--- src/rtl/cal_rtc_pkg.sv ---
package cal_rtc_pkg;
  localparam int NUM_FIELDS = 7;
  localparam int FIELD_W    = 7;
  localparam int NUM_KEYS   = 7;

  localparam int IDX_YEAR = 0;
  localparam int IDX_MON  = 1;
  localparam int IDX_DOM  = 2;
  localparam int IDX_DOW  = 3;
  localparam int IDX_HOUR = 4;
  localparam int IDX_MIN  = 5;
  localparam int IDX_SEC  = 6;

  localparam logic [7:0] OFS_STOP  = 8'h20;
  localparam logic [7:0] OFS_DEB   = 8'h2C;
  localparam logic [7:0] OFS_INT   = 8'h30;
  localparam logic [7:0] OFS_ALCTL = 8'h7C;
  localparam int STATUS_BIT = 4;

  typedef struct packed {
    logic               advance;
    logic               timeWr;
    logic               alarmWr;
    logic [2:0]         idx;
    logic [FIELD_W-1:0] data;
  } dp_strobe_t;

  function automatic logic [7:0] keyValue(input int k);
    case (k)
      0: keyValue = 8'hC6;
      1: keyValue = 8'h9A;
      2: keyValue = 8'h59;
      3: keyValue = 8'hA3;
      4: keyValue = 8'h57;
      5: keyValue = 8'h67;
      default: keyValue = 8'hD2;
    endcase
  endfunction

  function automatic logic [FIELD_W-1:0] resetValue(input int i);
    resetValue = (i == IDX_MON || i == IDX_DOM) ? FIELD_W'(1) : '0;
  endfunction

  function automatic logic [FIELD_W-1:0] daysIn(input logic [FIELD_W-1:0] mon,
                                                input logic [FIELD_W-1:0] yr);
    logic leap;
    leap = (yr != 0) && (yr[1:0] == 2'b00);
    case (mon)
      7'd2:                     daysIn = leap ? 7'd29 : 7'd28;
      7'd4, 7'd6, 7'd9, 7'd11:  daysIn = 7'd30;
      default:                  daysIn = 7'd31;
    endcase
  endfunction
endpackage

--- src/rtl/cal_rtc_dp.sv ---
module cal_rtc_dp
  import cal_rtc_pkg::*;
#(
  parameter int FW = FIELD_W
) (
  input  logic                  clk,
  input  logic                  rstN,
  input  dp_strobe_t            stb,
  input  logic [NUM_FIELDS-1:0] cmpSel,
  input  logic                  rdBank,
  input  logic [2:0]            rdIdx,
  output logic [FW-1:0]         rdField,
  output logic                  matchNow
);
  logic [FW-1:0] tm  [NUM_FIELDS];
  logic [FW-1:0] al  [NUM_FIELDS];
  logic [FW-1:0] nxt [NUM_FIELDS];
  logic secWrap, minWrap, hourWrap, domWrap, monWrap, dayCarry;
  logic [NUM_FIELDS-1:0] fieldOk;

  // Calendar carry chain
  always_comb begin
    for (int i = 0; i < NUM_FIELDS; i++) nxt[i] = tm[i];
    secWrap  = tm[IDX_SEC]  >= FW'(59);
    minWrap  = tm[IDX_MIN]  >= FW'(59);
    hourWrap = tm[IDX_HOUR] >= FW'(23);
    domWrap  = tm[IDX_DOM]  >= daysIn(tm[IDX_MON], tm[IDX_YEAR]);
    monWrap  = tm[IDX_MON]  >= FW'(12);
    dayCarry = secWrap && minWrap && hourWrap;
    nxt[IDX_SEC] = secWrap ? '0 : tm[IDX_SEC] + FW'(1);
    if (secWrap) nxt[IDX_MIN] = minWrap ? '0 : tm[IDX_MIN] + FW'(1);
    if (secWrap && minWrap) nxt[IDX_HOUR] = hourWrap ? '0 : tm[IDX_HOUR] + FW'(1);
    if (dayCarry) begin
      nxt[IDX_DOW] = (tm[IDX_DOW] >= FW'(6)) ? '0 : tm[IDX_DOW] + FW'(1);
      nxt[IDX_DOM] = domWrap ? FW'(1) : tm[IDX_DOM] + FW'(1);
      if (domWrap) begin
        nxt[IDX_MON] = monWrap ? FW'(1) : tm[IDX_MON] + FW'(1);
        if (monWrap)
          nxt[IDX_YEAR] = (tm[IDX_YEAR] >= FW'(99)) ? '0 : tm[IDX_YEAR] + FW'(1);
      end
    end
  end

  always_ff @(posedge clk) begin
    if (!rstN) begin
      for (int i = 0; i < NUM_FIELDS; i++) begin
        tm[i] <= resetValue(i);
        al[i] <= '0;
      end
    end else begin
      if (stb.advance)
        for (int i = 0; i < NUM_FIELDS; i++) tm[i] <= nxt[i];
      if (stb.timeWr && stb.idx < 3'(NUM_FIELDS)) tm[stb.idx] <= stb.data;
      if (stb.alarmWr && stb.idx < 3'(NUM_FIELDS)) al[stb.idx] <= stb.data;
    end
  end

  generate
    for (genvar g = 0; g < NUM_FIELDS; g++) begin : g_cmp
      assign fieldOk[g] = !cmpSel[g] || (tm[g] == al[g]);
    end
  endgenerate
  assign matchNow = &fieldOk;

  always_comb begin
    rdField = '0;
    if (rdIdx < 3'(NUM_FIELDS)) rdField = rdBank ? al[rdIdx] : tm[rdIdx];
  end

  // seconds step by one below the wrap point
  a_r4_sec_step: assert property (@(posedge clk) disable iff (!rstN)
    (stb.advance && !stb.timeWr && tm[IDX_SEC] < FW'(59)) |=> tm[IDX_SEC] == $past(tm[IDX_SEC]) + FW'(1));
  // seconds wrap at 59
  a_r4_sec_wrap: assert property (@(posedge clk) disable iff (!rstN)
    (stb.advance && !stb.timeWr && tm[IDX_SEC] == FW'(59)) |=> tm[IDX_SEC] == '0);
  // without advance or write the time holds
  a_r3_hold: assert property (@(posedge clk) disable iff (!rstN)
    (!stb.advance && !stb.timeWr) |=> ($stable(tm[IDX_SEC]) && $stable(tm[IDX_YEAR])));
  // day of month never leaves 1..31 after an advance
  a_r5_dom_range: assert property (@(posedge clk) disable iff (!rstN)
    (stb.advance && !stb.timeWr && tm[IDX_DOM] >= FW'(1) && tm[IDX_DOM] <= FW'(31))
      |=> (tm[IDX_DOM] >= FW'(1) && tm[IDX_DOM] <= FW'(31)));
endmodule

--- src/rtl/cal_rtc_ctrl.sv ---
module cal_rtc_ctrl
  import cal_rtc_pkg::*;
#(
  parameter int ADDR_W = 8,
  parameter int DATA_W = 32,
  parameter int DEB_W  = 3
) (
  input  logic                  clk,
  input  logic                  rstN,
  input  logic [ADDR_W-1:0]     busAddr,
  input  logic                  busWe,
  input  logic [DATA_W-1:0]     busWdata,
  output logic [DATA_W-1:0]     busRdata,
  input  logic                  tickEn,
  output logic                  irqOut,
  output dp_strobe_t            stb,
  output logic [NUM_FIELDS-1:0] cmpSel,
  output logic                  rdBank,
  output logic [2:0]            rdIdx,
  input  logic [FIELD_W-1:0]    rdField,
  input  logic                  matchNow
);
  localparam int CTL_W = NUM_FIELDS + 1;

  logic [7:0] addr8;
  logic isKey, isField, isStop, isDeb, isInt, isAlCtl;
  logic [2:0] keyIdx;
  logic [NUM_KEYS-1:0] keyOk;
  logic unlocked, stopBit, statusBit, checkStb, prevMatch;
  logic [DEB_W-1:0] debReg;
  logic [CTL_W-1:0] alCtl;
  logic setHit, clrHit;

  assign addr8   = 8'(busAddr);
  assign isKey   = addr8[7:5] == 3'b000 && addr8[4:2] != 3'd0 && addr8[1:0] == 2'b00;
  assign keyIdx  = addr8[4:2] - 3'd1;
  assign isField = addr8[7:6] == 2'b01 && addr8[4:2] != 3'd7 && addr8[1:0] == 2'b00;
  assign isStop  = addr8 == OFS_STOP;
  assign isDeb   = addr8 == OFS_DEB;
  assign isInt   = addr8 == OFS_INT;
  assign isAlCtl = addr8 == OFS_ALCTL;
  assign rdBank  = addr8[5];
  assign rdIdx   = addr8[4:2];

  generate
    for (genvar k = 0; k < NUM_KEYS; k++) begin : g_key
      always_ff @(posedge clk) begin
        if (!rstN) keyOk[k] <= 1'b0;
        else if (busWe && isKey && keyIdx == 3'(k))
          keyOk[k] <= busWdata[7:0] == keyValue(k);
      end
    end
  endgenerate
  assign unlocked = &keyOk;

  always_comb begin
    stb.advance = tickEn && unlocked && !stopBit;
    stb.timeWr  = busWe && isField && !rdBank;
    stb.alarmWr = busWe && isField && rdBank;
    stb.idx     = addr8[4:2];
    stb.data    = busWdata[FIELD_W-1:0];
  end

  assign cmpSel = alCtl[CTL_W-1:1];
  assign setHit = checkStb && alCtl[0] && matchNow && !prevMatch;
  assign clrHit = busWe && isInt && busWdata[STATUS_BIT];

  always_ff @(posedge clk) begin
    if (!rstN) begin
      stopBit   <= 1'b0;
      debReg    <= '0;
      alCtl     <= '0;
      statusBit <= 1'b0;
      checkStb  <= 1'b0;
      prevMatch <= 1'b0;
    end else begin
      checkStb <= stb.advance;
      if (busWe && isStop)  stopBit <= busWdata[0];
      if (busWe && isDeb)   debReg  <= busWdata[DEB_W-1:0];
      if (busWe && isAlCtl) alCtl   <= busWdata[CTL_W-1:0];
      if (stb.alarmWr || (busWe && isAlCtl)) prevMatch <= 1'b0;
      else if (checkStb)                     prevMatch <= matchNow;
      if (setHit)      statusBit <= 1'b1;
      else if (clrHit) statusBit <= 1'b0;
    end
  end

  assign irqOut = statusBit && alCtl[0];

  always_comb begin
    busRdata = '0;
    if (isField)      busRdata = DATA_W'(rdField);
    else if (isStop)  busRdata = DATA_W'(stopBit);
    else if (isDeb)   busRdata = DATA_W'(debReg);
    else if (isInt)   busRdata[STATUS_BIT] = statusBit;
    else if (isAlCtl) busRdata = DATA_W'(alCtl);
  end

  // status stays set unless a clearing write arrives
  a_r8_sticky: assert property (@(posedge clk) disable iff (!rstN)
    (statusBit && !clrHit) |=> statusBit);
  // status rises only in the cycle after a committed tick
  a_r7_after_tick: assert property (@(posedge clk) disable iff (!rstN)
    $rose(statusBit) |-> $past(checkStb));
  // the interrupt only falls through a bus write
  a_r9_fall_by_write: assert property (@(posedge clk) disable iff (!rstN)
    $fell(irqOut) |-> $past(busWe));
  // a tick while locked leaves no check strobe behind
  a_r2_locked: assert property (@(posedge clk) disable iff (!rstN)
    (tickEn && !unlocked) |=> !checkStb);
endmodule

--- src/rtl/cal_rtc.sv ---
module cal_rtc
  import cal_rtc_pkg::*;
#(
  parameter int ADDR_W = 8,
  parameter int DATA_W = 32
) (
  input  logic              clk,
  input  logic              rstN,
  input  logic [ADDR_W-1:0] busAddr,
  input  logic              busWe,
  input  logic [DATA_W-1:0] busWdata,
  output logic [DATA_W-1:0] busRdata,
  input  logic              tickEn,
  output logic              irqOut
);
  dp_strobe_t            stb;
  logic [NUM_FIELDS-1:0] cmpSel;
  logic                  rdBank;
  logic [2:0]            rdIdx;
  logic [FIELD_W-1:0]    rdField;
  logic                  matchNow;

  cal_rtc_ctrl #(.ADDR_W(ADDR_W), .DATA_W(DATA_W)) uCtrl (
    .clk(clk), .rstN(rstN), .busAddr(busAddr), .busWe(busWe),
    .busWdata(busWdata), .busRdata(busRdata), .tickEn(tickEn),
    .irqOut(irqOut), .stb(stb), .cmpSel(cmpSel), .rdBank(rdBank),
    .rdIdx(rdIdx), .rdField(rdField), .matchNow(matchNow)
  );

  cal_rtc_dp #(.FW(FIELD_W)) uDp (
    .clk(clk), .rstN(rstN), .stb(stb), .cmpSel(cmpSel), .rdBank(rdBank),
    .rdIdx(rdIdx), .rdField(rdField), .matchNow(matchNow)
  );
endmodule

--- config.mk ---
export PLATFORM = sky130hd
export DESIGN_NAME = cal_rtc
export DESIGN_NICKNAME = d
export VERILOG_FILES = /design/src/rtl/cal_rtc_pkg.sv /design/src/rtl/cal_rtc_dp.sv /design/src/rtl/cal_rtc_ctrl.sv /design/src/rtl/cal_rtc.sv
export SDC_FILE = /design/constraint.sdc
export NUM_CORES = 1
export LEC_CHECK = 0
export BUFFER_PORTS_ARGS = -buffer_cell sky130_fd_sc_hd__buf_2
export CORE_MARGIN = 5
export CORE_UTILIZATION = 35
export CTS_CLUSTER_SIZE = 12
export DETAILED_ROUTE_END_ITERATION = 16
export GPL_ROUTABILITY_DRIVEN = 0
export GPL_TIMING_DRIVEN = 0
export MAX_ROUTING_LAYER = met4
export PLACE_DENSITY = 0.53
export SETUP_SLACK_MARGIN = 0.4
export SYNTH_ARGS = -nofsm -noshare
export SYNTH_HDL_FRONTEND = slang
export SYNTH_SLANG_ARGS = --single-unit
export TNS_END_PERCENT = 50
--- constraint.sdc ---
create_clock -name clk -period 3.9 [get_ports clk]
set_input_delay 0.585 -clock clk [delete_from_list [all_inputs] [get_ports clk]]
set_output_delay 0.585 -clock clk [all_outputs]
set_load 0.05 [all_outputs]
After elaboration in Yosys (flattened, before gate mapping)
Memories as Yosys holds them, arrays and structs flattened.
Index checks and enable logic that the tools add are counted.
{"block": "op_classes", "addsub": 8, "mul": 0, "div_mod_pow": 0, "magnitude_cmp": 8, "n_eq_ne": 31, "shift": 0, "n_mux": 45, "n_bitwise": 8, "reduce_logical": 61}
{"operator": "7-bit two-way mux", "count": 20}
{"operator": "32-bit two-way mux", "count": 3}
{"operator": "7-bit by 1-bit adder with 7-bit output, second input constant", "count": 7}
{"operator": "7-bit equality test", "count": 7}
{"operator": "8-bit by 7-bit equality test with 1-bit output, second input constant", "count": 4}
{"operator": "8-bit equality test, second input constant", "count": 4}
{"operator": "1-bit logical AND", "count": 31}
{"operator": "28-bit two-way mux", "count": 1}
{"operator": "8-bit by 6-bit equality test with 1-bit output, second input constant", "count": 3}
{"operator": "1-bit two-way mux", "count": 15}
{"operator": "7-bit by 3-bit equality test with 1-bit output, second input constant", "count": 2}
{"operator": "7-bit by 4-bit equality test with 1-bit output, second input constant", "count": 2}
{"operator": "7-bit by 6-bit >= comparator with 1-bit output, second input constant", "count": 2}
{"operator": "14-bit two-way mux", "count": 1}
{"operator": "7-bit case mux with 2 select lines", "count": 1}
{"operator": "7-bit AND reduction", "count": 2}
{"operator": "1-bit zero test", "count": 10}
{"operator": "3-bit equality test, second input constant", "count": 3}
{"operator": "1-bit logical OR", "count": 8}
{"operator": "8-bit two-way mux", "count": 1}
{"operator": "7-bit by 2-bit equality test with 1-bit output, second input constant", "count": 1}
{"operator": "7-bit by 3-bit >= comparator with 1-bit output, second input constant", "count": 1}
{"operator": "7-bit by 4-bit >= comparator with 1-bit output, second input constant", "count": 1}
{"operator": "7-bit by 5-bit >= comparator with 1-bit output, second input constant", "count": 1}
{"operator": "20 further kinds", "count": 30}
{"block": "word_totals", "register_bits": 22, "latch_bits": 0, "mem_bits_rw": 98, "mem_bits_ro": 0, "inputBits": 44, "out_inout_bits": 33, "wordCells": 176, "n_memories": 2}
{"name": "uDp.al", "words": 7, "width": 7, "rd": 8, "rd_clocked_by_memory_dff": 0, "wr": 7, "line_no": "cal_rtc_dp.sv:16", "text": "logic [FW-1:0] al [NUM_FIELDS];"}
{"name": "uDp.tm", "words": 7, "width": 7, "rd": 8, "rd_clocked_by_memory_dff": 0, "wr": 8, "line_no": "cal_rtc_dp.sv:15", "text": "logic [FW-1:0] tm [NUM_FIELDS];"}

Depth between registers and ports, before layout
{"block": "depth", "word_depth": 11, "ltp_mapped": 11, "ltp_nobuf": 11}

Modules after synthesis
From an unflattened synthesis, not the netlist that was laid out.
{"block": "unflattened", "hier_cells": 735, "area_unflattened_um2": 8191.6}
{"mod": "cal_rtc_dp", "instances": 1, "cells_per_inst": 544, "area_per_inst_um2": 6576.3, "seq_area_each_um2": 3293.2}
{"mod": "cal_rtc_ctrl", "instances": 1, "cells_per_inst": 191, "area_per_inst_um2": 1615.3, "seq_area_each_um2": 440.4}

Least setup slack after synthesis
OpenSTA, ideal clock, no wires.
{"block": "synth_path", "kind": "input port to output port", "from": "input busAddr[4]", "to": "output busRdata[1]", "arrival_time_ps": 2583, "t_required_ps": 3315, "path_slack_ps": 732, "cell_stages": 6, "path_buffers": 3, "cell_sequence": "buf_2 -> clkbuf_1 -> clkbuf_1 -> nand3_1 -> nand2_1 -> o21ai_0"}
{"block": "synth_via", "elab_chain_cells": 6, "elab_cells_between_ends": 17, "cone_classes": "order compare (1); eq/ne (5); mux (7); reduce/logical (2); memory (2)"}
{"item": "from (decl)", "line_no": "cal_rtc.sv:9", "text": "input logic [ADDR_W-1:0] busAddr,"}
{"item": "8-bit by 7-bit equality test with 1-bit output", "line_no": "cal_rtc_ctrl.sv:41", "text": "assign isAlCtl = addr8 == OFS_ALCTL;"}
{"item": "8-bit two-way mux", "line_no": "cal_rtc_ctrl.sv:96", "text": "else if (isAlCtl) busRdata = DATA_W'(alCtl);"}
{"item": "4-bit two-way mux", "line_no": "cal_rtc_ctrl.sv:95", "text": "else if (isInt) busRdata[STATUS_BIT] = statusBit;"}
{"item": "32-bit two-way mux", "line_no": "cal_rtc_ctrl.sv:94", "text": "else if (isDeb) busRdata = DATA_W'(debReg);"}
{"item": "32-bit two-way mux", "line_no": "cal_rtc_ctrl.sv:93", "text": "else if (isStop) busRdata = DATA_W'(stopBit);"}
{"item": "32-bit two-way mux *", "line_no": "cal_rtc_ctrl.sv:92", "text": "if (isField) busRdata = DATA_W'(rdField);"}
{"item": "to (decl)", "line_no": "cal_rtc.sv:12", "text": "output logic [DATA_W-1:0] busRdata,"}
Mark *: on every way between the ends. The rest lies on a longest branch, timed or not.

Worst setup path after layout
{"block": "layout_path", "from": "input busAddr[3]", "to": "output busRdata[0]"}
Same word-level chain as after synthesis.

==> impl_metrics.env <==
export IMPL_status="finished clean"
export IMPL_maxCapViolations=0
export IMPL_grt_pass1_vias=5929
export IMPL_initial_core_util_pct=35.5
export IMPL_postCtsSetupRepairBufs=0
export IMPL_crit_type="primary input to output pin"
export IMPL_synth_distinct_cells=61
export IMPL_die_y_microns=159
export IMPL_fin_crit_ps=3380
export IMPL_syn_cell_area_sq_mm=0.00772
export IMPL_hold_viol_final=0
export IMPL_fin_area_sq_mm=0.00891
export IMPL_max_freq_mhz=296
export IMPL_peakVddDrop_mv=0.298
export IMPL_netSwitchingFraction_pct=28.0
export IMPL_drt_total_wl_mm=25.6
export IMPL_seqPwrFrac_pct=44.9
export IMPL_viasPerCell=5.60
export IMPL_yosysWarningCount=0
export IMPL_portBuffers=25
export IMPL_clock_sinks=129
export IMPL_yosys_register_bits=129
export IMPL_antenna_cells=0
export IMPL_dp_hpwl_mm=19.0
export IMPL_ys_seq_area_share_pct=46.4
export IMPL_grt_usage_pct=21.5
export IMPL_power_switching_w=0.00100
export IMPL_syn_inst=723
export IMPL_power_frac_comb_pct=11.8
export IMPL_drive_gt1_share_pct=17.1
export IMPL_row_count=54
export IMPL_path_max_fanout=10
export IMPL_synth_edf_count=100
export IMPL_rsz0062_at_grt="yes"
export IMPL_die_area_sq_mm=0.0251
export IMPL_final_common_cell="edfxtp_1"
export IMPL_cts_buffers=17
export IMPL_drt_first_pass_iters=5
export IMPL_ant_nets=0
export IMPL_grt_pass1_wl_mm=38.1
export IMPL_drc_errors=0
export IMPL_dieWidth_microns=159
export IMPL_antenna_found_initial=0
export IMPL_async_flop_share_pct=0
export IMPL_core_area_sq_mm=0.0218
export IMPL_fin_skew_ps=10.4
export IMPL_cts_htree_levels=4
export IMPL_grt_start_max_net_pins=17
export IMPL_worstPathRequired_ps=3310
export IMPL_drtIter0Drc=736
export IMPL_clk_path_buf_depth=2
export IMPL_clockRootBuffer="clkbuf_16"
export IMPL_min_path_type="flip-flop to flip-flop"
export IMPL_worstSkewPairLatency_ps=430
export IMPL_finalPower_w=0.00359
export IMPL_start_kind="primary input"
export IMPL_cp_end_kind="output pin"
export IMPL_wl_per_cell_microns=23.5
export IMPL_internal_power_w=0.00258
export IMPL_finalNonFillerCells=1092
export IMPL_ioPinCount=77
export IMPL_slew_headroom_pct=18.0
export IMPL_cts_tree="done"
export IMPL_cellLeakagePower_nw=3.26
export IMPL_cellPowerDensity_mw_per_mm2=403
export IMPL_gr_total_overflow=0
export IMPL_avgSynthCellArea_sq_um=10.7
export IMPL_period_share_pct=86.7
export IMPL_post_place_cells=1060
export IMPL_synthFlopType="edfxtp_1"
export IMPL_slew_viol_final=0
export IMPL_cts_clk_slew_worst_paths_ps=60
export IMPL_critPathArrivalTime_ps=2790
export IMPL_clockPowerShare_pct=43.3
export IMPL_vias=6117
export IMPL_report_final_setup_viol=0
export IMPL_finalSetupTns_ps=0
export IMPL_layout_nets=858
export IMPL_place_area_sq_mm=0.00832
export IMPL_syn2layout_area_growth_pct=15.4
export IMPL_tightest_slew_ps=1220
export IMPL_layout_common_cells="100 x edfxtp_1, 75 x nand2_1, 40 x o21ai_0"
export IMPL_utilization_pct=41.0
path summary, 6_finish.rpt:
path	startpoint	cells after the start	to	slack (ps)
min reg2reg	uCtrl.keyOk[3]	2	uCtrl.keyOk[3]	460
min	uCtrl.keyOk[3]	2	uCtrl.keyOk[3]	460
max reg2reg	uDp.tm[0][2]	10	uDp.tm[0][0]	520
max	busAddr[3]	10	busRdata[0]	520
registers in the layout (all words and copies together), names as in the netlist:
signal / flops
uCtrl.alCtl: 8
uCtrl.checkStb: 1
uCtrl.debReg: 3
uCtrl.keyOk: 7
uCtrl.prevMatch: 1
uCtrl.statusBit: 1
uCtrl.stopBit: 1
uDp.al: 54
uDp.tm: 53
per-layer routing:
metal / track usage [%] / up-vias / part of all wire, %
li1: - / 2762 / -
met1: 28.9 / 3017 / 44
met2: 32.9 / 290 / 46
met3: 3.04 / 48 / 6.6
met4: 9.06 / 0 / 3.6
met5: - / - / 0
worst max-delay path, cell delays in order:
cell	delay (ps)
buf_2	150
buf_2	290
buf_2	360
nand2_1	320
nor2_4	250
a21oi_1	90
o21ai_0	150
o31ai_1	110
a22oi_1	190
buf_2	300
cell families (layout without fill, tap and decap cells):
logic type | after synthesis | after routing | share of synthesized area (%)
flops | 129 | 129 | 46.4
simple gates | 259 | 259 | 18.0
fa+ha+maj | 15 | 15 | 2.43
compound gates | 122 | 122 | 9.76
buf+inv | 86 | 143 | 5.48
mux | 42 | 42 | 10.0
other cells | 1 | 33 | 0.0486
xor+xnor | 69 | 69 | 7.83
what timing repair did:
item | CTS | global route
gates cloned | 0 | 0
hold buffers | 0 | 0
endpoints found under the setup margin | 13 | 14
gates resized for setup | 1 | 8
cells in the mapped netlist (all sizes together) (7+ instances only):
master | n | share of area [%]
edfxtp | 100 | 39
nand2 | 75 | 3.6
o21ai | 56 | 3.6
nor2 | 41 | 2.1
buf | 36 | 3.0
xor2 | 35 | 4.0
xnor2 | 34 | 3.9
nand3 | 31 | 2.2
dfxtp | 29 | 7.5
mux4 | 28 | 8.2
and2 | 27 | 2.2
clkbuf | 26 | 1.3
a21oi | 25 | 1.6
inv | 24 | 1.2
and3 | 15 | 1.2
ha | 15 | 2.4
nor3 | 13 | 1.2
mux2i | 12 | 1.6
nand4 | 9 | 0.73
nand2b | 8 | 0.65
nor2b | 8 | 0.65
nor4 | 8 | 0.81
or3 | 8 | 0.78
o41ai | 7 | 0.79
per-stage QoR:
stage / hold WS [ps] / worst slack [ps]
finish: 463 / 520
global route: 481 / 342
CTS: 459 / 319
detailed placement: 452 / 72.5
global placement: 446 / 177
floorplan: 436 / 732
area by class of cell:
type / count / area (sq um)
multi-input combinational: 540 / 3850
inverter: 24 / 90.1
buffer: 62 / 337
fill: 2200 / 12800
clock buffer: 20 / 478
tap: 280 / 350
timing repair buffer: 25 / 125
clock inverter: 12 / 93.8
sequential: 129 / 3580
power by group through the flow:
stage	logic [W]	registers, W	clock network (W)
floorplan	0.000300	0.00160	0
global placement	0.000414	0.00164	0
detailed placement	0.000415	0.00164	0
CTS	0.000416	0.00161	0.00156
global route	0.000449	0.00161	0.00162
finish	0.000422	0.00161	0.00155
No activity file was read; power rests on OpenSTA's default activity.
